`src/rtl/pwv_pkg.sv`:
```
package pwv_pkg;

    parameter int ADDR_W = 11;
    typedef logic [ADDR_W-1:0] addr_t;

    // Field placement; the matcher and ritual windows depend on these.
    localparam int SC_BASE    = 80;
    localparam int SC_BITS    = 16;
    localparam int ATT_BASE   = 96;
    localparam int ATT_ACTIVE = 8;
    localparam int ATT_BITS   = 16;
    localparam int EZ1_BASE   = 688;
    localparam int EZ1_BITS   = 48;
    localparam int EZ2_BASE   = 1248;
    localparam int EZ2_BITS   = 32;
    localparam int EC_BASE    = 1280;
    localparam int EC_BITS    = 128;

    localparam int NUM_FLD = 3;

    typedef enum logic [1:0] {
        FLD_CODE = 2'd0,
        FLD_KEY1 = 2'd1,
        FLD_KEY2 = 2'd2
    } fld_e;

    typedef enum logic {
        RIT_IDLE    = 1'b0,
        RIT_WRITTEN = 1'b1
    } rit_e;

    typedef struct packed {
        logic wrote;
        logic ok;
        logic bad;
    } rit_evt_t;

    function automatic logic in_win(addr_t a, int lo, int hi);
        return (int'(a) >= lo) && (int'(a) <= hi);
    endfunction

endpackage

```
`src/rtl/pwv_field_match.sv`:
```
module pwv_field_match
    import pwv_pkg::*;
#(
    parameter int BASE = 80,
    parameter int BITS = 16
) (
    input  logic  clk,
    input  logic  rst,
    input  addr_t addr,
    input  logic  cmp_stb,
    input  logic  host_bit,
    input  logic  mem_bit,
    output logic  pass
);

    localparam int LAST = BASE + BITS - 1;

    logic  run_q;
    logic  match_q;
    addr_t prev_q;

    logic eq;
    logic at_base;
    logic at_last;
    logic in_fld;
    logic follow;

    always_comb begin
        eq      = (host_bit == mem_bit);
        at_base = (addr == addr_t'(BASE));
        at_last = (addr == addr_t'(LAST));
        in_fld  = in_win(addr, BASE, LAST);
        follow  = run_q && (addr == prev_q + addr_t'(1));
        pass    = cmp_stb && at_last && eq && (at_base || (follow && match_q));
    end

    always_ff @(posedge clk) begin
        if (rst) begin
            run_q   <= 1'b0;
            match_q <= 1'b0;
            prev_q  <= '0;
        end else if (cmp_stb && at_base) begin
            run_q   <= !at_last;
            match_q <= eq;
            prev_q  <= addr;
        end else if (cmp_stb && in_fld) begin
            if (follow) begin
                match_q <= match_q && eq;
                prev_q  <= addr;
                run_q   <= !at_last;
            end else begin
                run_q   <= 1'b0;
                match_q <= 1'b0;
            end
        end else if (!in_fld) begin
            run_q   <= 1'b0;
            match_q <= 1'b0;
        end
    end

    AST_RUN_ENDS_AFTER_PASS: assert property (@(posedge clk) disable iff (rst)
        pass |=> !run_q);

    AST_RUN_DROPS_OUTSIDE: assert property (@(posedge clk) disable iff (rst)
        (!in_fld && !cmp_stb) |=> !run_q);

endmodule

```
`src/rtl/pwv_ritual.sv`:
```
module pwv_ritual
    import pwv_pkg::*;
#(
    parameter int LO = 96,
    parameter int HI = 103
) (
    input  logic     clk,
    input  logic     rst,
    input  logic     en,
    input  logic     armed,
    input  addr_t    addr,
    input  logic     mem_bit,
    input  logic     wr_done,
    input  logic     er_done,
    output rit_evt_t evt
);

    rit_e  st_q;
    addr_t wa_q;
    logic  in_w;
    logic  fin;

    always_comb begin
        in_w      = in_win(addr, LO, HI);
        evt.wrote = en && wr_done && in_w && mem_bit;
        fin       = en && er_done && (st_q == RIT_WRITTEN) && (addr == wa_q);
        evt.ok    = fin && armed;
        evt.bad   = fin && !armed;
    end

    always_ff @(posedge clk) begin
        if (rst) begin
            st_q <= RIT_IDLE;
            wa_q <= '0;
        end else if (evt.wrote) begin
            st_q <= RIT_WRITTEN;
            wa_q <= addr;
        end else if (fin) begin
            st_q <= RIT_IDLE;
        end else if ((st_q == RIT_WRITTEN) && (addr != wa_q)) begin
            st_q <= RIT_IDLE;
        end
    end

    AST_RIT_NEEDS_SET_BIT: assert property (@(posedge clk) disable iff (rst)
        $rose(st_q == RIT_WRITTEN) |-> $past(wr_done && mem_bit));

    AST_RIT_ONE_SHOT: assert property (@(posedge clk) disable iff (rst)
        (evt.ok || evt.bad) |=> (st_q == RIT_IDLE));

endmodule

```
`src/rtl/pwv_lock_scan.sv`:
```
module pwv_lock_scan
    import pwv_pkg::*;
#(
    parameter int LO = 96,
    parameter int N  = 8
) (
    input  logic  clk,
    input  logic  rst,
    input  logic  wipe,
    input  addr_t addr,
    input  logic  mem_bit,
    output logic  all_zero
);

    localparam int IDX_W = (N > 1) ? $clog2(N) : 1;

    logic [N-1:0]     seen_q;
    logic [IDX_W-1:0] idx;

    always_comb begin
        idx      = IDX_W'(int'(addr) - LO);
        all_zero = (seen_q == '0);
    end

    always_ff @(posedge clk) begin
        if (rst || wipe) begin
            seen_q <= '1;
        end else if (in_win(addr, LO, LO + N - 1)) begin
            seen_q[idx] <= mem_bit;
        end
    end

    AST_WIPE_REFILLS: assert property (@(posedge clk) disable iff (rst)
        wipe |=> !all_zero);

endmodule

```
`src/rtl/serial_pwd_verifier.sv`:
```
module serial_pwd_verifier
    import pwv_pkg::*;
#(
    parameter int P_SC_BASE    = SC_BASE,
    parameter int P_SC_BITS    = SC_BITS,
    parameter int P_ATT_BASE   = ATT_BASE,
    parameter int P_ATT_ACTIVE = ATT_ACTIVE,
    parameter int P_EZ1_BASE   = EZ1_BASE,
    parameter int P_EZ1_BITS   = EZ1_BITS,
    parameter int P_EZ2_BASE   = EZ2_BASE,
    parameter int P_EZ2_BITS   = EZ2_BITS,
    parameter int P_EC_BASE    = EC_BASE,
    parameter int P_EC_BITS    = EC_BITS
) (
    input  logic              clk,
    input  logic              rst,
    input  logic [ADDR_W-1:0] addr,
    input  logic              cmp_stb,
    input  logic              host_bit,
    input  logic              mem_bit,
    input  logic              wr_done,
    input  logic              er_done,
    input  logic              ec_fuse,
    output logic              sv,
    output logic              e1,
    output logic              e2,
    output logic              locked,
    output logic              status_bit,
    output logic              att_wipe
);

    localparam int ATT_LAST = P_ATT_BASE + P_ATT_ACTIVE - 1;
    localparam int EC_LAST  = P_EC_BASE + P_EC_BITS - 1;
    localparam int EZ1_LAST = P_EZ1_BASE + P_EZ1_BITS - 1;
    localparam int FLD_BASE [NUM_FLD] = '{P_SC_BASE, P_EZ1_BASE, P_EZ2_BASE};
    localparam int FLD_BITS [NUM_FLD] = '{P_SC_BITS, P_EZ1_BITS, P_EZ2_BITS};

    logic [NUM_FLD-1:0] pass_v;
    rit_evt_t           rs;
    rit_evt_t           re;
    logic               all_zero;

    logic sv_q, e1_q, e2_q, lock_q, stat_q, wipe_q;
    logic code_ok_q, key2_ok_q;

    logic code_start, key2_start, at_zero;

    generate
        for (genvar g = 0; g < NUM_FLD; g++) begin : g_fld
            pwv_field_match #(
                .BASE (FLD_BASE[g]),
                .BITS (FLD_BITS[g])
            ) u_match (
                .clk      (clk),
                .rst      (rst),
                .addr     (addr),
                .cmp_stb  (cmp_stb),
                .host_bit (host_bit),
                .mem_bit  (mem_bit),
                .pass     (pass_v[g])
            );
        end
    endgenerate

    pwv_ritual #(
        .LO (P_ATT_BASE),
        .HI (ATT_LAST)
    ) u_att_rit (
        .clk     (clk),
        .rst     (rst),
        .en      (1'b1),
        .armed   (code_ok_q),
        .addr    (addr),
        .mem_bit (mem_bit),
        .wr_done (wr_done),
        .er_done (er_done),
        .evt     (rs)
    );

    pwv_ritual #(
        .LO (P_EC_BASE),
        .HI (EC_LAST)
    ) u_ec_rit (
        .clk     (clk),
        .rst     (rst),
        .en      (ec_fuse),
        .armed   (key2_ok_q),
        .addr    (addr),
        .mem_bit (mem_bit),
        .wr_done (wr_done),
        .er_done (er_done),
        .evt     (re)
    );

    pwv_lock_scan #(
        .LO (P_ATT_BASE),
        .N  (P_ATT_ACTIVE)
    ) u_lock (
        .clk      (clk),
        .rst      (rst),
        .wipe     (wipe_q),
        .addr     (addr),
        .mem_bit  (mem_bit),
        .all_zero (all_zero)
    );

    always_comb begin
        code_start = cmp_stb && (addr == addr_t'(P_SC_BASE));
        key2_start = cmp_stb && (addr == addr_t'(P_EZ2_BASE));
        at_zero    = (addr == '0);
    end

    // Pending "code matched" and "key 2 matched" state between compare and ritual
    always_ff @(posedge clk) begin
        if (rst) begin
            code_ok_q <= 1'b0;
            key2_ok_q <= 1'b0;
        end else begin
            if (pass_v[FLD_CODE])
                code_ok_q <= 1'b1;
            else if (code_start || rs.ok || rs.bad || !in_win(addr, P_SC_BASE, ATT_LAST))
                code_ok_q <= 1'b0;

            if (pass_v[FLD_KEY2] && ec_fuse)
                key2_ok_q <= 1'b1;
            else if (key2_start || re.ok || re.bad || !ec_fuse
                     || !in_win(addr, P_EZ2_BASE, EC_LAST))
                key2_ok_q <= 1'b0;
        end
    end

    // Access flags, lock and status
    always_ff @(posedge clk) begin
        if (rst) begin
            sv_q   <= 1'b0;
            e1_q   <= 1'b0;
            e2_q   <= 1'b0;
            lock_q <= 1'b0;
            stat_q <= 1'b1;
            wipe_q <= 1'b0;
        end else begin
            if (rs.ok && !lock_q)
                sv_q <= 1'b1;
            wipe_q <= rs.ok && !lock_q;

            if (at_zero)
                e1_q <= 1'b0;
            else if (pass_v[FLD_KEY1])
                e1_q <= 1'b1;

            if (at_zero)
                e2_q <= 1'b0;
            else if ((pass_v[FLD_KEY2] && !ec_fuse) || re.ok)
                e2_q <= 1'b1;

            if (all_zero)
                lock_q <= 1'b1;

            if (rs.wrote || re.wrote || rs.ok || re.ok)
                stat_q <= 1'b0;
            else if (rs.bad || re.bad)
                stat_q <= 1'b1;
        end
    end

    assign sv         = sv_q;
    assign e1         = e1_q;
    assign e2         = e2_q;
    assign locked     = lock_q;
    assign status_bit = stat_q;
    assign att_wipe   = wipe_q;

    AST_SV_HOLDS: assert property (@(posedge clk) disable iff (rst)
        sv_q |=> sv_q);

    AST_ERASE_FLAGS_CLEAR_AT_ZERO: assert property (@(posedge clk) disable iff (rst)
        at_zero |=> (!e1_q && !e2_q));

    AST_LOCK_BLOCKS_SV: assert property (@(posedge clk) disable iff (rst)
        (lock_q && !sv_q) |=> !sv_q);

    AST_LOCK_STICKY: assert property (@(posedge clk) disable iff (rst)
        lock_q |=> lock_q);

    AST_STATUS_LOW_AFTER_WRITE: assert property (@(posedge clk) disable iff (rst)
        (rs.wrote || re.wrote) |=> !stat_q);

    AST_SV_RISE_NEEDS_ERASE: assert property (@(posedge clk) disable iff (rst)
        $rose(sv_q) |-> $past(er_done && code_ok_q));

    AST_E1_RISE_ON_LAST_COMPARE: assert property (@(posedge clk) disable iff (rst)
        $rose(e1_q) |-> $past(cmp_stb && (addr == addr_t'(EZ1_LAST))));

    AST_E2_COUNTED_NEEDS_ERASE: assert property (@(posedge clk) disable iff (rst)
        ($rose(e2_q) && $past(ec_fuse)) |-> $past(er_done));

    AST_WIPE_SINGLE_PULSE: assert property (@(posedge clk) disable iff (rst)
        att_wipe |=> !att_wipe);

endmodule

```
`config.mk`:
```
export PLATFORM = sky130hd
export DESIGN_NAME = serial_pwd_verifier
export DESIGN_NICKNAME = d
export VERILOG_FILES = /design/src/rtl/pwv_pkg.sv /design/src/rtl/pwv_field_match.sv /design/src/rtl/pwv_ritual.sv /design/src/rtl/pwv_lock_scan.sv /design/src/rtl/serial_pwd_verifier.sv
export SDC_FILE = /design/constraint.sdc
export NUM_CORES = 1
export LEC_CHECK = 0
export CAP_MARGIN = 5
export CORE_MARGIN = 2
export CORE_UTILIZATION = 45
export DETAILED_ROUTE_END_ITERATION = 12
export PLACE_DENSITY_LB_ADDON = 0.2
export SYNTH_ARGS = -nofsm -noshare
export SYNTH_HDL_FRONTEND = slang
export SYNTH_SLANG_ARGS = --single-unit
```
`constraint.sdc`:
```
create_clock -name clk -period 5.45 [get_ports clk]
set_clock_uncertainty 0.2 [all_clocks]
set_input_delay 1.09 -clock clk [delete_from_list [all_inputs] [get_ports clk]]
set_output_delay 1.09 -clock clk [all_outputs]
set_load 0.02 [all_outputs]
```
==> flow_summary_export.csv, run 1 <==
group,metric,value,unit
detailed_routing,remaining_drc_errors,0,
clocking,ctsHoldBuffers,0,
logic_synthesis,ys.flop_type,"dfxtp_1",
clocking,ctsRootBufferMaster,"clkbuf_8",
floorplan,dieHeight,104.9,µm
detailed_routing,viasPerCell,5.794,
sta,maxSlewViolCount,0,
logic_synthesis,synth_area_leader_cell,"dfxtp_1",
logic_synthesis,synthCells,563,
place,dp.cells,688,
logic_synthesis,synthArstFlopShare,0,%
logic_synthesis,synthTopCellsByCount,"dfxtp_1 (79), nor2_1 (46), xnor2_1 (46), nand2_1 (41), nand3_1 (33)",
setup_path,path_delay_family,"simple AND/OR/NAND/NOR gates",
sta,fmax,256.0,MHz
detailed_routing,wirelength,11720,µm
clocking,cts_buffers,9,
clocking,htreeDepth,3,
finish,diodes,0,
sta,max_slew.worst_pin.slew,1.076,ns
place,pre_cts_ws,1.222,ns
floorplan,rows,36,
logic_synthesis,yosys_warnings,0,
power,power,1.226,mW
setup_path,cp.required,5.51,ns
sta,rsz0062_at_grt,"false",
sta,min_period,3.907,ns
floorplan,initial_core_util,46.61,%
place,io_buffer_count,24,
sta,slew_headroom,27.86,%
global_routing,grt_pass1_vias,3942,
finish,nNetsFinal,588,
global_routing,grt_usage,22.27,%
clocking,insertion_delay,0.35,ns
sta,hold_viol_final,0,
logic_synthesis,syn_area_per_cell,8.129,µm²
global_routing,grt_pass1_wl,19930,µm
logic_synthesis,synth_edf_count,0,
clocking,numClockSinks,79,
logic_synthesis,syn_nets,585,
setup_path,cpMostUsedCell,"or3_1",
setup_path,cp-start-kind,"input pin",
power,leakagePower,1.627,nW
setup_path,crit_chain,"clkdlybuf4s50_1, nor4_2, nand3_1, or3_1, or4_1, or3_1, o311ai_1",
flow_run,maxCapViolations,0,
setup_path,cp_slowest_cell,"clkdlybuf4s50_1",
place,gp_congestion,0.8853,
place,post_dp_cell_area,4861,µm²
place,dpl.hpwl,8091,µm
setup_path,worstSetupEndpointType,"flop",
sta,fin_crit_sh,71.69,%
detailed_routing,dr.first_iter.drc_count,288,
setup_path,path_buf_inv,1,
logic_synthesis,synth_cell_types,59,
detailed_routing,avgRoutedWirePerCell,16.64,µm
finish,final_cells,704,
logic_synthesis,synth-seq-cells,79,
logic_synthesis,yosysSeqAreaShare,34.55,%
global_routing,antenna_found_initial,0,
setup_path,max_stage_delay,0.71,ns
floorplan,ioPinCount,25,
status,status,"finished clean",
logic_synthesis,synth_area,4577,µm²
detailed_routing,via_count,4079,
finish,fill_cells,992,
worst_hold_path,min_path_type,"flop to flop",
setup_path,criticalPathCategory,"input pin to flop",
floorplan,dieArea,10990,µm²
clocking,post_cts_resized,0,
setup_path,worstPathMaxFanout,8,
setup_path,crit_arrival,3.97,ns
floorplan,core_area,9819,µm²
clocking,cts_setup_buffers,0,
logic_synthesis,synth_most_common_cell,"dfxtp_1",
power,power-per-cell-area,240.1,nW/µm²
clocking,tritoncts,"done",
sta,worst_slack,1.543,ns
sta,tns,0,ns
logic_synthesis,synthTopCellsByArea,"dfxtp_1 (35%), xnor2_1 (8.8%), nor2_1 (3.8%), nand3_1 (3.6%), nand2_1 (3.4%)",
logic_synthesis,synth_top_area_share,34.55,%
clocking,cts.reportedPaths.clkPinSlew,0.09,ns
floorplan,die_w,104.9,µm
global_routing,grt.overflow.total,0,
detailed_routing,antenna_left,0,
global_routing,grt_max_degree,55,
power,ir_drop,0.0001908,V
finish,drive_above_1_share,6.830,%
finish,area_delta_synth_final,11.54,%
clocking,clk_path_buf_depth,2,
sta,setup_viol,0,
detailed_routing,drt_first_pass_iters,4,
finish,final_area,5105,µm²
## flip-flops by register name (all words and copies together), names as in the netlist, 3 cells and up
signal,flops
g_fld.u_match.match_q,3
g_fld.u_match.prev_q,33
g_fld.u_match.run_q,3
u_att_rit.wa_q,11
u_ec_rit.wa_q,11
u_lock.seen_q,8
## stage by stage
step / hold WS, ns / util [%]
floorplan: 0.2298 / -
global placement: 0.2562 / 49.50
detailed placement: 0.2564 / 49.50
CTS: 0.2683 / 51.99
global route: 0.2799 / 51.99
finish: 0.2680 / 51.99
## worst min-delay path, stage by stage, from the launching register on
cell and delay (ns):
dfxtp_1 0.32, nand2_1 0.06, a21oi_1 0.05
## metal layers
layer	track usage, %	up-vias	routed length (µm)	part of all wire, %
met2	36.09	110	5439	46
met3	4.554	14	644	5.5
met5	0	-	0	0
li1	-	2025	-	-
met4	5.143	0	168	1.4
met1	30.48	1930	5466	47
## layout make-up
| type | count | area, µm² | share of cell area [%] |
|---|---|---|---|
| clock buffers | 9 | 123.9 | 2.426 |
| inverters | 14 | 52.55 | 1.029 |
| well taps | 133 | 166.4 | 3.260 |
| repair buffers | 33 | 302.8 | 5.931 |
| multi-input cells | 429 | 2758 | 54.02 |
| flip-flops and latches | 79 | 1582 | 30.98 |
| clock inverters | 7 | 120.1 | 2.353 |
## cell usage in the layout (no fill, tap or decap), types with 6 or more instances in the layout
cell type,synthesis,routed
clkdlybuf4s50_1,0,23
nor3b_1,7,7
buf_4,0,9
a21oi_1,27,27
clkbuf_8,0,9
xnor2_1,46,46
nor3_1,13,12
xor2_1,14,14
nor2_1,46,46
nand3_1,33,33
nand2_1,41,41
nand4_1,20,20
dfxtp_1,79,79
nand3b_1,8,8
nor2b_1,10,10
mux2i_1,12,12
or3_1,6,6
o21ai_0,27,27
nand2b_1,7,7
nor4_1,10,10
inv_1,14,14
and2_1,12,12
a31oi_1,7,7
and3_1,14,14
## logic make-up after synthesis
| group | synth area share, % |
|---|---|
| compound gates | 15.86 |
| xor+xnor | 11.48 |
| fa+ha+maj | 0.8202 |
| buf+inv | 5.303 |
| flops | 34.55 |
| mux | 2.871 |
| simple gates | 29.11 |
## final timing paths
check,from,to,slack (ns),depth (start not counted)
worst max register to register,g_fld[2].u_match.prev_q[0]$_SDFFE_PP0P_,g_fld[2].u_match.prev_q[9]$_SDFFE_PP0P_,2.32,8
worst min register to register,g_fld[2].u_match.run_q$_SDFFE_PP0P_,g_fld[2].u_match.run_q$_SDFFE_PP0P_,0.27,2
worst min-delay path,g_fld[2].u_match.run_q$_SDFFE_PP0P_,g_fld[2].u_match.run_q$_SDFFE_PP0P_,0.27,2
worst max-delay path,addr[9],g_fld[0].u_match.prev_q[3]$_SDFFE_PP0P_,1.54,7
## power by group
part	internal [mW]	switching, mW	leakage (nW)
clock network	0.306	0.231	0.120
logic	0.0412	0.0704	0.871
registers	0.577	0.000346	0.636
Power figures use the tool's default switching activity.
==> run 2: changes to the inputs <==
==> constraint.sdc (replaced) <==
create_clock -name clk -period 3.9 [get_ports clk]
set_clock_uncertainty 0.2 [all_clocks]
set_input_delay 0.78 -clock clk [delete_from_list [all_inputs] [get_ports clk]]
set_output_delay 0.78 -clock clk [all_outputs]
set_load 0.02 [all_outputs]
==> run 2 against run 1 <==
Net effect: non-clock buffer count rose by 16; design area rose by 1.6%; clock-buffer cell count did not move; wire length rose by 6.0%; die area did not move; clock power rose by 22%; total power rose by 33%; first-iteration DRC count fell by 14%; critical endpoint unchanged; highest routed layer unchanged.
==> flow_summary_export.csv, run 2 (synthesis results as in run 1) <==
group,metric,value,unit
sta,maxSlewViolCount,0,
global_routing,grt_pass1_vias,4121,
power,intPower,1.179,mW
floorplan,die_w,104.9,µm
finish,largest_reg_flops,33,
setup_path,worstPathMaxFanout,7,
setup_path,reg2reg_setup_slack,0.87,ns
power,switching_share,27.51,%
sta,fmax,301.7,MHz
sta,rsz0062_at_grt,"false",
detailed_routing,drt_first_pass_iters,5,
setup_path,worstSetupEndpointType,"flop",
place,gp_congestion,0.8729,
clocking,cts.reportedPaths.clkPinSlew,0.09,ns
power,p_switching,447.7,µW
place,io_buffer_count,24,
setup_path,max_stage_delay,0.59,ns
detailed_routing,dr.first_iter.drc_count,249,
floorplan,dieHeight,104.9,µm
setup_path,cp-start-kind,"input pin",
global_routing,grt_pass1_wl,20560,µm
clocking,insertion_delay,0.36,ns
clocking,ctsRootBufferMaster,"clkbuf_8",
global_routing,grt.overflow.total,0,
floorplan,dieArea,10990,µm²
global_routing,antenna_found_initial,0,
power,ir_drop,0.0002946,V
setup_path,r2r_start,"g_fld[2].u_match.prev_q[0]$_SDFFE_PP0P_",
finish,diodes,0,
place,dp.cells,704,
finish,nNetsFinal,604,
sta,hold_slack,0.2755,ns
sta,tns,0,ns
status,status,"finished clean",
clocking,clk_path_buf_depth,2,
place,dpl.hpwl,8869,µm
clocking,ctsHoldBuffers,0,
setup_path,cp.required,3.97,ns
sta,slew_headroom,49.90,%
power,power_frac_comb,10.2,%
finish,final_cells,720,
floorplan,rows,36,
detailed_routing,viasPerCell,5.854,
finish,largest-register,"g_fld.u_match.prev_q",
detailed_routing,remaining_drc_errors,0,
setup_path,r2r-end,"g_fld[2].u_match.prev_q[2]$_SDFFE_PP0P_",
setup_path,crit_arrival,3.39,ns
setup_path,cp_slowest_cell,"clkdlybuf4s50_1",
power,p_clk_share,40.2,%
clocking,htreeDepth,3,
setup_path,r2r.worst_path.cells,9,
setup_path,criticalPathCategory,"input pin to flop",
clocking,cts_buffers,9,
detailed_routing,via_count,4215,
sta,worst_slack,0.5855,ns
sta,hold_viol_final,0,
global_routing,grt_max_degree,38,
finish,layout_common_cells,"dfxtp_1 (79), nor2_1 (46), xnor2_1 (46), nand2_1 (41), nand3_1 (33)",
detailed_routing,wirelength,12420,µm
sta,min_period,3.314,ns
finish,drive_above_1_share,9.370,%
floorplan,ioPinCount,25,
setup_path,worstSetupEndpoint,"g_fld[0].u_match.prev_q[3]$_SDFFE_PP0P_",
floorplan,initial_core_util,46.61,%
finish,layout_commonest_cell,"dfxtp_1",
sta,max_slew.worst_pin.slew,0.7506,ns
power,power-per-cell-area,313.6,nW/µm²
detailed_routing,avgRoutedWirePerCell,17.25,µm
setup_path,crit_start,"addr[9]",
flow_run,maxCapViolations,0,
finish,reg_top3,"g_fld.u_match.prev_q x33, u_att_rit.wa_q x11, u_ec_rit.wa_q x11",
floorplan,core_area,9819,µm²
clocking,tritoncts,"done",
setup_path,cpMostUsedCell,"or3_1",
sta,setup_viol,0,
worst_hold_path,min_path_type,"flop to flop",
power,sequentialPowerShare,49.6,%
sta,fin_crit_sh,84.99,%
finish,area_delta_synth_final,13.37,%
setup_path,crit_chain,"clkdlybuf4s50_1, xnor2_1, o311ai_0, o32a_1, or3_1, or4_1, or3_1, o311ai_1",
place,pre_cts_ws,0.2411,ns
global_routing,grt_usage,23.06,%
clocking,cts_setup_buffers,0,
detailed_routing,antenna_left,0,
clocking,post_cts_resized,0,
clocking,numClockSinks,79,
power,leakagePower,1.692,nW
-- run 2: cell count changes in the layout (fill, tap and decap cells not counted), sizes merged --
| cell | change |
|---|---|
| bufinv | -2 |
| buf | +16 |
| clkinv | -2 |
| inv | +4 |
-- run 2: worst max-delay path: cells and delay by family --
family	cells	cell delay [ns]
and+or+nand+nor	3	1.25
buffers and inverters	1	0.59
AOI/OAI and AO/OA	3	0.48
xor gates and xnor gates	1	0.29
-- run 2: power by group through the flow --
stage	combinational [mW]	clock (mW)	sequential (mW)
2_1_floorplan	0.101	0	0.826
3_3_place_gp	0.162	0	0.826
3_5_place_dp	0.164	0	0.826
4_1_cts	0.165	0.668	0.807
5_1_grt	0.178	0.701	0.807
6_report	0.166	0.654	0.807
-- run 2: how the worst min path moves through the flow --
stage	startpoint	end	depth (start not counted)
after floorplan	g_fld[2].u_match.run_q$_SDFFE_PP0P_	g_fld[2].u_match.run_q$_SDFFE_PP0P_	2
after global placement	g_fld[0].u_match.run_q$_SDFFE_PP0P_	g_fld[0].u_match.run_q$_SDFFE_PP0P_	2
after detailed placement	g_fld[1].u_match.match_q$_SDFFE_PP0P_	g_fld[1].u_match.match_q$_SDFFE_PP0P_	2
after CTS	g_fld[1].u_match.match_q$_SDFFE_PP0P_	g_fld[1].u_match.match_q$_SDFFE_PP0P_	2
after global routing	u_att_rit.wa_q[10]$_SDFFE_PP0P_	u_att_rit.wa_q[10]$_SDFFE_PP0P_	1
final	g_fld[1].u_match.match_q$_SDFFE_PP0P_	g_fld[1].u_match.match_q$_SDFFE_PP0P_	2
-- run 2: layout make-up --
class	instances	area, µm²
fillers	976	4631
inverters	14	52.55
flip-flops and latches	79	1582
clock inverters	7	83.83
well taps	133	166.4
repair buffers	49	422.9
multi-input cells	429	2758
clock buffers	9	123.9
-- run 2: per-stage QoR --
stage | cell area [µm²] | power, mW | utilization, %
2_1_floorplan | 4577 | 0.9267 | -
3_3_place_gp | 4981 | 0.9883 | 50.73
3_5_place_dp | 4981 | 0.9898 | 50.73
4_1_cts | 5189 | 1.639 | 52.84
5_1_grt | 5189 | 1.686 | 52.84
6_report | 5189 | 1.627 | 52.84
-- run 2: per-layer routing --
| metal | GRT usage [%] | vias to the layer above | share of wire (%) |
|---|---|---|---|
| met5 | 0 | - | 0 |
| met1 | 30.13 | 2027 | 46 |
| met4 | 7.810 | 0 | 1.9 |
| li1 | - | 2056 | - |
| met3 | 3.868 | 19 | 5.0 |
| met2 | 38.50 | 113 | 47 |
